[src/rtl/pe_pkg.sv]
package pe_pkg;

  typedef enum logic {
    PE_MAC   = 1'b0,
    PE_COUNT = 1'b1
  } pe_kind_e;

  // one full-adder cell: returns {carry, sum}
  function automatic logic [1:0] fa(input logic a, input logic b, input logic c);
    fa = {(a & b) | (a & c) | (b & c), a ^ b ^ c};
  endfunction

endpackage

[src/rtl/pe_csa_mult.sv]
module pe_csa_mult #(
  parameter int W = 8
) (
  input  logic         clk,
  input  logic         rst_n,
  input  logic         load,
  input  logic [W-1:0] weight,
  input  logic         step,
  input  logic         x_bit,
  output logic         prod_bit
);
  import pe_pkg::*;

  logic [W-1:0] mcand_q, mcand_d;
  logic [W-1:0] sum_q, sum_d;
  logic [W-1:0] cry_q, cry_d;
  logic [W-1:0] cell_s, cell_c;

  // one carry-save cell per weight bit; carries stay in place, sums move down
  for (genvar i = 0; i < W; i++) begin : g_cell
    always_comb begin
      {cell_c[i], cell_s[i]} = fa(mcand_q[i] & x_bit, sum_q[i], cry_q[i]);
    end
  end

  assign prod_bit = cell_s[0];

  always_comb begin
    mcand_d = mcand_q;
    sum_d   = sum_q;
    cry_d   = cry_q;
    if (load) begin
      mcand_d = weight;
      sum_d   = '0;
      cry_d   = '0;
    end else if (step) begin
      sum_d = {1'b0, cell_s[W-1:1]};
      cry_d = cell_c;
    end
  end

  always_ff @(posedge clk or negedge rst_n) begin
    if (!rst_n) begin
      mcand_q <= '0;
      sum_q   <= '0;
      cry_q   <= '0;
    end else begin
      mcand_q <= mcand_d;
      sum_q   <= sum_d;
      cry_q   <= cry_d;
    end
  end

endmodule

[src/rtl/pe_serial_adder.sv]
module pe_serial_adder (
  input  logic clk,
  input  logic rst_n,
  input  logic clear,
  input  logic step,
  input  logic a_bit,
  input  logic b_bit,
  output logic sum_bit
);
  import pe_pkg::*;

  logic carry_q, carry_d;
  logic sum_q, sum_d;

  always_comb begin
    carry_d = carry_q;
    sum_d   = sum_q;
    if (clear) begin
      carry_d = 1'b0;
      sum_d   = 1'b0;
    end else if (step) begin
      {carry_d, sum_d} = fa(a_bit, b_bit, carry_q);
    end
  end

  always_ff @(posedge clk or negedge rst_n) begin
    if (!rst_n) begin
      carry_q <= 1'b0;
      sum_q   <= 1'b0;
    end else begin
      carry_q <= carry_d;
      sum_q   <= sum_d;
    end
  end

  assign sum_bit = sum_q;

endmodule

[src/rtl/pe_sat_counter.sv]
module pe_sat_counter #(
  parameter int CNT_W = 8
) (
  input  logic             clk,
  input  logic             rst_n,
  input  logic             clear,
  input  logic             step,
  input  logic             up,
  output logic [CNT_W-1:0] value
);
  localparam logic [CNT_W-1:0] TOP = {1'b0, {(CNT_W-1){1'b1}}};
  localparam logic [CNT_W-1:0] BOT = {1'b1, {(CNT_W-1){1'b0}}};

  logic [CNT_W-1:0] cnt_q, cnt_d;

  always_comb begin
    cnt_d = cnt_q;
    if (clear) begin
      cnt_d = '0;
    end else if (step) begin
      if (up && cnt_q != TOP) begin
        cnt_d = cnt_q + 1'b1;
      end else if (!up && cnt_q != BOT) begin
        cnt_d = cnt_q - 1'b1;
      end
    end
  end

  always_ff @(posedge clk or negedge rst_n) begin
    if (!rst_n) begin
      cnt_q <= '0;
    end else begin
      cnt_q <= cnt_d;
    end
  end

  assign value = cnt_q;

endmodule

[src/rtl/bsmac_pe.sv]
module bsmac_pe #(
  parameter int               W     = 8,
  parameter int               CNT_W = 8,
  parameter pe_pkg::pe_kind_e MODE  = pe_pkg::PE_MAC
) (
  input  logic             clk,
  input  logic             rst_n,
  input  logic             start,
  input  logic [W-1:0]     weight,
  input  logic             step,
  input  logic             bcast_bit,
  input  logic             opnd_bit,
  output logic             res_bit,
  output logic [CNT_W-1:0] count
);
  import pe_pkg::*;

  logic step_eff;
  assign step_eff = step & ~start;

  if (MODE == PE_MAC) begin : g_mac
    logic prod_bit;

    pe_csa_mult #(.W(W)) u_mult (
      .clk      (clk),
      .rst_n    (rst_n),
      .load     (start),
      .weight   (weight),
      .step     (step_eff),
      .x_bit    (bcast_bit),
      .prod_bit (prod_bit)
    );

    pe_serial_adder u_add (
      .clk     (clk),
      .rst_n   (rst_n),
      .clear   (start),
      .step    (step_eff),
      .a_bit   (prod_bit),
      .b_bit   (opnd_bit),
      .sum_bit (res_bit)
    );

    assign count = '0;
  end else begin : g_cnt
    logic unused_inputs;
    assign unused_inputs = ^{weight, opnd_bit};

    pe_sat_counter #(.CNT_W(CNT_W)) u_cnt (
      .clk   (clk),
      .rst_n (rst_n),
      .clear (start),
      .step  (step_eff),
      .up    (bcast_bit),
      .value (count)
    );

    assign res_bit = 1'b0;
  end

endmodule

[config.mk]
export PLATFORM = sky130hd
export DESIGN_NAME = bsmac_pe
export DESIGN_NICKNAME = d
export VERILOG_FILES = /design/src/rtl/pe_pkg.sv /design/src/rtl/pe_csa_mult.sv /design/src/rtl/pe_serial_adder.sv /design/src/rtl/pe_sat_counter.sv /design/src/rtl/bsmac_pe.sv
export SDC_FILE = /design/constraint.sdc
export NUM_CORES = 1
export LEC_CHECK = 0
export BUFFER_PORTS_ARGS = -buffer_cell sky130_fd_sc_hd__clkbuf_2
export CORE_MARGIN = 10
export CORE_UTILIZATION = 40
export CTS_BUF_LIST = sky130_fd_sc_hd__clkbuf_4
export CTS_CLUSTER_DIAMETER = 40
export DETAILED_ROUTE_END_ITERATION = 7
export PLACE_DENSITY = 0.69
export REMOVE_ABC_BUFFERS = 1
export SKIP_CTS_REPAIR_TIMING = 1
export SYNTH_ARGS = -nofsm -noshare
export SYNTH_HDL_FRONTEND = slang
export SYNTH_SLANG_ARGS = --single-unit
[constraint.sdc]
create_clock -name clk -period 3.1 [get_ports clk]
set_input_delay 0.62 -clock clk [delete_from_list [all_inputs] [get_ports clk]]
set_output_delay 0.62 -clock clk [all_outputs]
set_load 0.01 [all_outputs]
Yosys cells after proc, flatten, opt, wreduce, memory -nomap -nowiden
Index checks and enable logic that the tools add are counted.

storage, ports and cells
  bits in registers = 26

cells by class
  multiplexer cells = 8
  reductions and logical operators = 1
  bitwise logic cells = 73

operator list
  kind               count
  $and 1x1->1        36
  $mux 8             4
  $or 1x1->1         18
  $xor 1x1->1        18
  $mux 1             4
  $reduce_bool 2->1  1
  $not 1->1          1

Depth between registers and ports, before layout
Gate-level depths: netlist (run 1).

  depth after elaboration = 8
  depth in mapped cells = 5
  gate-level depth less buffers = 5

Cells and area by module
From an unflattened synthesis (run 1), not the netlist that was laid out.

second synthesis, totals
  cells, all modules = 115
  area, all modules = 1361.3 sq um

by module, submodules not included
  module           cells each  seq. area each (sq um)  area an instance (sq um)  times used
  pe_csa_mult      98          575.6                   1186.1                    1
  pe_serial_adder  7           50.0                    97.6                      1
  bsmac_pe         10          0.0                     77.6                      1

Least setup slack after synthesis (run 1)
No wires, ideal clock.

  kind = input port to flip-flop
  from = input port bcast_bit
  to = register g_mac.u_add.sum_q (netlist: g_mac.u_add.sum_bit)
  stages on the path = 5
  library setup time = 0.077 ns
  arrival = 1.870 ns
  path slack = 1.152 ns
  cell sequence = nand2_1 -> fa_1 -> fa_1 -> nand2b_1 -> a21oi_1

between the ends
  word-level cells in the longest chain between the ends = 7

RTL lines
  item                      RTL line               source
  start: declaration        bsmac_pe.sv:11         input logic bcast_bit,
  $and 1x1->1               pe_csa_mult.sv:22      {cell_c[i], cell_s[i]} = fa(mcand_q[i] & x_bit, sum_q[i], cry_q[i]);
  $xor 1x1->1 (4 in a row)  pe_pkg.sv:10           fa = {(a & b) | (a & c) | (b & c), a ^ b ^ c};
  $mux 1                    pe_serial_adder.sv:21  end else if (step) begin
  $mux 1                    pe_serial_adder.sv:18  if (clear) begin
  end signal: assignment    pe_serial_adder.sv:32  sum_q <= sum_d;
  end: declaration          pe_serial_adder.sv:13  logic sum_q, sum_d;

No other way between the ends. The select of a mux whose other input is x is not followed.
A chain may end at the register's enable or synchronous reset.

Worst setup path in the final report (run 1)
Same ends and word-level chain as after synthesis.

==> flow_metrics.env, run 1 <==
export IMPL_status="completed"
export IMPL_ant_nets=0
export IMPL_first_pass_iters=2
export IMPL_synth_cell_types=20
export IMPL_post_drt_wl_per_cell_microns=12.6
export IMPL_overflow=0
export IMPL_skew_ps=1.33
export IMPL_grt_first_pass_wirelength_mm=3.77
export IMPL_critPathArrivalTime_ps=2200
export IMPL_hold_viol=0
export IMPL_fin_ws_ps=1140
export IMPL_vias=818
export IMPL_insertion_delay_ps=310
export IMPL_layout_common_cells="25 x dfrtp_1, 16 x inv_1, 14 x clkbuf_2"
export IMPL_hp_class="primary input to asynchronous set/reset pin"
export IMPL_syn_inst=119
export IMPL_avgSynthCellArea_sq_um=11.8
export IMPL_ys_ff_latch=25
export IMPL_yosys_warnings=0
export IMPL_rsz0062_at_grt="false"
export IMPL_fp_dieH_microns=79.2
export IMPL_cts_buffers=3
export IMPL_die_x_microns=79.2
export IMPL_path_clk_slew_ps=130
export IMPL_endpoint_kind="register"
export IMPL_setup_violations=0
export IMPL_cts_tree="built"
export IMPL_synth_largest_area_cell="dfrtp_1"
export IMPL_drt_iter0_markers=43
export IMPL_ir_worst_vdd_mv=0.238
export IMPL_wirelength_mm=2.21
export IMPL_antenna_found_initial=0
export IMPL_synthesis_area_sq_um=1400
export IMPL_clock_path_buffers=2
export IMPL_rows=21
export IMPL_synthTopCellsByArea="dfrtp_1 45%, fa_1 11%, a211oi_2 9.8%"
export IMPL_start_kind="primary input"
export IMPL_io_pin_count=23
export IMPL_io_buffers=14
export IMPL_fin_tns_setup_ps=0
export IMPL_post_route_drc_count=0
export IMPL_htreeDepth=1
export IMPL_period_share=0.634
export IMPL_initial_core_util=0.417
export IMPL_final_common_cell="dfrtp_1"
export IMPL_gp_congestion=0.708
export IMPL_root_buffer="clkbuf_4"
export IMPL_p_leak_nw=0.639
export IMPL_slew_headroom=0.527
export IMPL_slew_viol_final=0
export IMPL_fillers=344
export IMPL_fmax_mhz=509
export IMPL_vias_per_cell=4.65
export IMPL_clock_sinks=25
export IMPL_critPathKind="primary input to register"
export IMPL_yosysTopAreaCellShare=0.446
export IMPL_dieArea_sq_um=6270
export IMPL_core_area_sq_um=3360
export IMPL_grt_pass1_vias=890
export IMPL_antenna_cells=0
export IMPL_worst_endpoint_required_ps=3340
export IMPL_area_growth_pct=3.84
export IMPL_maxCapViolations=0
export IMPL_fin_crit_ps=1960
export IMPL_yosysSeqAreaShare=0.446
export IMPL_drive_above_1_share=0.285
export IMPL_gr_usage_all_layers=0.0741
export IMPL_path_max_fanout=8
export IMPL_hpwl_mm=1.64
export IMPL_dp_slack_ps=802
export IMPL_power_density_nw_per_um2=430
export IMPL_grt_max_degree=33
export IMPL_nNetsFinal=154
export IMPL_worst_pin_slew_ps=710
-- worst max-delay path, stage by stage --
cell and delay (ps):
clkbuf_2 190, nand2_1 110, fa_1 570, fa_1 420, nand2b_1 150, a21oi_1 150
-- per-stage QoR --
stage / instance area (sq um) / total power [mW] / utilization / cells / hold WS [ps]
after global routing: 1460 / 0.668 / 0.433 / 176 / 301
final: 1460 / 0.625 / 0.433 / 176 / 291
after floorplan: 1300 / 0.444 / - / 112 / 324
after CTS: 1460 / 0.641 / 0.433 / 176 / 293
after global placement: 1430 / 0.481 / 0.424 / 172 / 492
after detailed placement: 1430 / 0.491 / 0.424 / 172 / 502
-- synthesized netlist by cell type --
cell type	instances
dfrtp_1	25
inv_1	16
nor2_1	13
a211oi_2	11
buf_4	8
fa_1	8
nand2_1	7
nand2b_1	7
mux2_2	5
a21oi_1	4
mux2_4	3
buf_2	2
buf_6	2
mux2i_1	2
and2_1	1
buf_12	1
buf_8	1
conb_1	1
ha_1	1
or2b_1	1
-- flip-flops by register name, summed over array words and instances (netlist names) --
name                  count
g_mac.u_mult.mcand_q      8
g_mac.u_mult.sum_q        7
g_mac.u_mult.cry_q        8
g_mac.u_add.sum_bit       1
g_mac.u_add.carry_q       1
-- layout make-up --
| cell class | instances | area (sq um) | area share |
|---|---|---|---|
| multi-input combinational | 71 | 614 | 0.422 |
| sequential | 25 | 626 | 0.430 |
| tap | 46 | 57.6 | 0.0396 |
| clock buffer | 3 | 22.5 | 0.0155 |
| clock inverter | 1 | 5.00 | 0.00344 |
| timing repair buffer | 14 | 70.1 | 0.0482 |
| inverter | 16 | 60.1 | 0.0413 |
-- cell families after synthesis --
family          count (synthesis)  share of synthesized area
mux                            10                     0.0866
fa+ha+maj                       9                      0.123
simple gates                   29                     0.0947
buf+inv                        30                      0.134
other cells                     1                    0.00268
compound gates                 15                      0.112
flops                          25                      0.446
-- where the power goes --
group / internal (mW) / total [mW] / switching, mW
registers: 0.350 / 0.364 / 0.0132
clock network: 0.0483 / 0.143 / 0.0952
logic: 0.0524 / 0.118 / 0.0656
-- final timing paths --
check | cells past startpoint | to | startpoint | slack, ps
hold / removal | 1 | g_mac.u_mult.mcand_q[4] | rst_n | 290
setup reg to reg | 5 | g_mac.u_add.sum_bit | g_mac.u_mult.mcand_q[0] | 1290
min in group clk | 2 | g_mac.u_mult.mcand_q[7] | weight[7] | 520
hold reg to reg | 1 | g_mac.u_mult.mcand_q[7] | g_mac.u_mult.mcand_q[7] | 530
max in group asynchronous | 1 | g_mac.u_mult.cry_q[3] | rst_n | 2410
setup / recovery | 6 | g_mac.u_add.sum_bit | bcast_bit | 1140
-- per-layer routing --
metal  wire length (microns)  part of all wire  vias to the layer above  track usage
met1                     940              0.43                      414       0.0768
li1                        -                 -                      381            -
met3                     124             0.056                        4       0.0270
met2                    1120              0.50                       19        0.131
met5                       0                 0                        -            0
met4                      28             0.013                        0       0.0323
(Power assumes the default switching activity.)
==> run 2: changes to the inputs <==
--- a/config.mk
+++ b/config.mk
@@ -5,13 +5,14 @@
 export SDC_FILE = /design/constraint.sdc
 export NUM_CORES = 1
 export LEC_CHECK = 0
+export ABC_AREA = 1
 export BUFFER_PORTS_ARGS = -buffer_cell sky130_fd_sc_hd__clkbuf_2
 export CORE_MARGIN = 10
 export CORE_UTILIZATION = 40
 export CTS_BUF_LIST = sky130_fd_sc_hd__clkbuf_4
 export CTS_CLUSTER_DIAMETER = 40
 export DETAILED_ROUTE_END_ITERATION = 7
-export PLACE_DENSITY = 0.69
+export PLACE_DENSITY = 0.71
 export REMOVE_ABC_BUFFERS = 1
 export SKIP_CTS_REPAIR_TIMING = 1
 export SYNTH_ARGS = -nofsm -noshare
==> constraint.sdc (replaced) <==
create_clock -name clk -period 1.7 [get_ports clk]
set_input_delay 0.34 -clock clk [delete_from_list [all_inputs] [get_ports clk]]
set_output_delay 0.34 -clock clk [all_outputs]
set_load 0.01 [all_outputs]
==> run 2 against run 1 <==
Final area increased by 1.4%. Power increased by 69%. Critical path depth unchanged. Clock power increased by 83%. Clock skew increased by 6.3 ps. Global-route usage increased by 0.94 points. Largest power group unchanged. Sequential power increased by 77%. Sequential share of layout area decreased by 0.58 points. Critical path type is now register to register. Critical endpoint unchanged.
==> flow_metrics.env, run 2 <==
export IMPL_worst_pin_slew_ps=612
export IMPL_wirelength_mm=2.48
export IMPL_synth_most_common_cell="nand2_1"
export IMPL_fin_ws_ps=56.5
export IMPL_cts_tree="built"
export IMPL_slew_viol_final=0
export IMPL_drive_above_1_share=0.128
export IMPL_rsz0062_at_grt="true"
export IMPL_worst_path_buf_inv=2
export IMPL_fmax_mhz=608
export IMPL_hold_viol=0
export IMPL_gp_congestion=0.739
export IMPL_final_common_cell="nand2_1"
export IMPL_path_max_fanout=2
export IMPL_antenna_cells=0
export IMPL_core_area_sq_um=3360
export IMPL_overflow=0
export IMPL_path_clk_slew_ps=140
export IMPL_synth_main_ff_cell="dfrtp_1"
export IMPL_hpwl_mm=1.82
export IMPL_reg_top3="g_mac.u_mult.cry_q x8, g_mac.u_mult.mcand_q x8, g_mac.u_mult.sum_q x7"
export IMPL_fin_hold_ws_ps=6.41
export IMPL_yosysSeqAreaShare=0.444
export IMPL_p_leak_nw=0.876
export IMPL_cpPeakStageDelay_ps=490
export IMPL_area_growth_pct=4.80
export IMPL_cts_buffers=3
export IMPL_grt_first_pass_wirelength_mm=4.31
export IMPL_r2r_end="g_mac.u_add.sum_bit"
export IMPL_antenna_found_initial=0
export IMPL_ant_nets=0
export IMPL_slew_headroom=0.592
export IMPL_start_kind="register"
export IMPL_finish_utilization=0.439
export IMPL_syn_inst=167
export IMPL_clock_path_buffers=2
export IMPL_initial_core_util=0.419
export IMPL_dp_cells=221
export IMPL_synthesis_area_sq_um=1410
export IMPL_avgSynthCellArea_sq_um=8.43
export IMPL_post_route_drc_count=0
export IMPL_root_buffer="clkbuf_4"
export IMPL_io_buffers=14
export IMPL_first_pass_iters=4
export IMPL_critPathMostFrequentCell="fa_1"
export IMPL_io_pin_count=23
export IMPL_reg2regPathDepth=6
export IMPL_period_share=0.967
export IMPL_async_flop_share=1.00
export IMPL_netlist_top_cells_count="66 x nand2_1, 32 x inv_1, 25 x dfrtp_1"
export IMPL_r2r_start="g_mac.u_mult.sum_q[0]"
export IMPL_hp_class="primary input to asynchronous set/reset pin"
export IMPL_rrSetupSlack_ps=60
export IMPL_die_x_microns=79.3
export IMPL_htreeDepth=1
export IMPL_insertion_delay_ps=320
export IMPL_maxCapViolations=0
export IMPL_grt_pass1_vias=925
export IMPL_vias=973
export IMPL_total_power_mw=1.06
export IMPL_grt_max_degree=26
export IMPL_path_depth=6
export IMPL_fin_crit_ps=1640
export IMPL_rows=21
export IMPL_yosysTopAreaCellShare=0.444
export IMPL_yosys_warnings=0
export IMPL_worst_endpoint_required_ps=1920
export IMPL_cp_cell_sequence="inv_2 -> fa_1 -> fa_1 -> inv_1 -> nand3_1 -> nand2_1"
export IMPL_power_density_nw_per_um2=718
export IMPL_synthTopCellsByArea="dfrtp_1 44%, nand2_1 18%, fa_1 11%"
export IMPL_ys_ff_latch=25
export IMPL_drt_iter0_markers=42
export IMPL_synth_edf_count=0
export IMPL_path_delay_family="adder cells"
export IMPL_critPathArrivalTime_ps=1860
export IMPL_status="completed"
export IMPL_dieArea_sq_um=6290
export IMPL_synth_cell_types=14
export IMPL_gr_usage_all_layers=0.0835
export IMPL_critPathKind="register to register"
export IMPL_skew_ps=7.67
export IMPL_vias_per_cell=4.32
export IMPL_setup_violations=0
export IMPL_clock_sinks=25
export IMPL_crit_slowest_cell="fa_1"
export IMPL_ir_worst_vdd_mv=0.416
export IMPL_post_drt_wl_per_cell_microns=11.0
export IMPL_layout_common_cells="66 x nand2_1, 31 x inv_1, 25 x dfrtp_1"
export IMPL_fp_dieH_microns=79.3
export IMPL_dp_slack_ps=-79.8
export IMPL_fillers=370
export IMPL_nNetsFinal=203
export IMPL_endpoint_kind="register"
export IMPL_synth_largest_area_cell="dfrtp_1"
export IMPL_fin_cells=225
## run 2: cell types whose count changed in the layout (fill, tap and decap cells not counted), sizes merged, moves of 7 or more
| cell | before | now |
|---|---|---|
| nand2b | 7 | 0 |
| a211oi | 11 | 0 |
| nand3 | 0 | 17 |
| nor2 | 13 | 1 |
| mux2 | 8 | 0 |
| inv | 16 | 33 |
| nand2 | 7 | 66 |
## run 2: worst register-to-register path, delay by kind of cell, from the launching register on
| kind | cells | cell delay [ps] |
|---|---|---|
| simple gates | 2 | 120 |
| fa+ha+maj | 2 | 970 |
| buf+inv | 2 | 90 |
| flops | 1 | 390 |
## run 2: kinds of logic after synthesis
logic type	Yosys count	synth area share
adder cells (fa/ha/maj)	9	0.123
other	1	0.00266
buffers and inverters	48	0.180
AND/OR/NAND/NOR	84	0.251
flip-flops	25	0.444
## run 2: how the worst max path moves through the flow
stage,start,endpoint
final,g_mac.u_mult.sum_q[0],g_mac.u_add.sum_bit
after global routing,g_mac.u_mult.sum_q[0],g_mac.u_add.sum_bit
after CTS,g_mac.u_mult.mcand_q[0],g_mac.u_add.sum_bit
after detailed placement,bcast_bit,g_mac.u_add.sum_bit
after global placement,bcast_bit,g_mac.u_add.sum_bit
after floorplan,bcast_bit,g_mac.u_add.sum_bit
## run 2: power breakdown
part	internal, mW	total (mW)	leakage [nW]	switching [mW]
Sequential	0.626	0.643	0.332	0.0172
Clock	0.0880	0.261	0.0177	0.173
Combinational	0.0518	0.155	0.527	0.103
## run 2: per-layer routing
layer,wire (microns),vias up,GRT usage
met3,120,4,0.0203
li1,-,489,-
met5,0,-,0
met2,1180,21,0.135
met4,31,0,0.0323
met1,1150,459,0.104
## run 2: area by class of cell
type                    count  area [sq um]  area share
clock inverters             1          5.00     0.00339
flip-flops and latches     25           626       0.424
clock buffers               3          22.5      0.0153
well taps                  46          57.6      0.0390
repair buffers             16          85.1      0.0577
multi-input cells         101           556       0.377
inverters                  33           124      0.0840
## run 2: through the flow
step | setup TNS, ps | cell area [sq um]
after global placement | -68.3 | 1450
after floorplan | 0 | 1310
final | 0 | 1480
after detailed placement | -79.8 | 1450
after CTS | 0 | 1480
after global routing | -22.8 | 1480
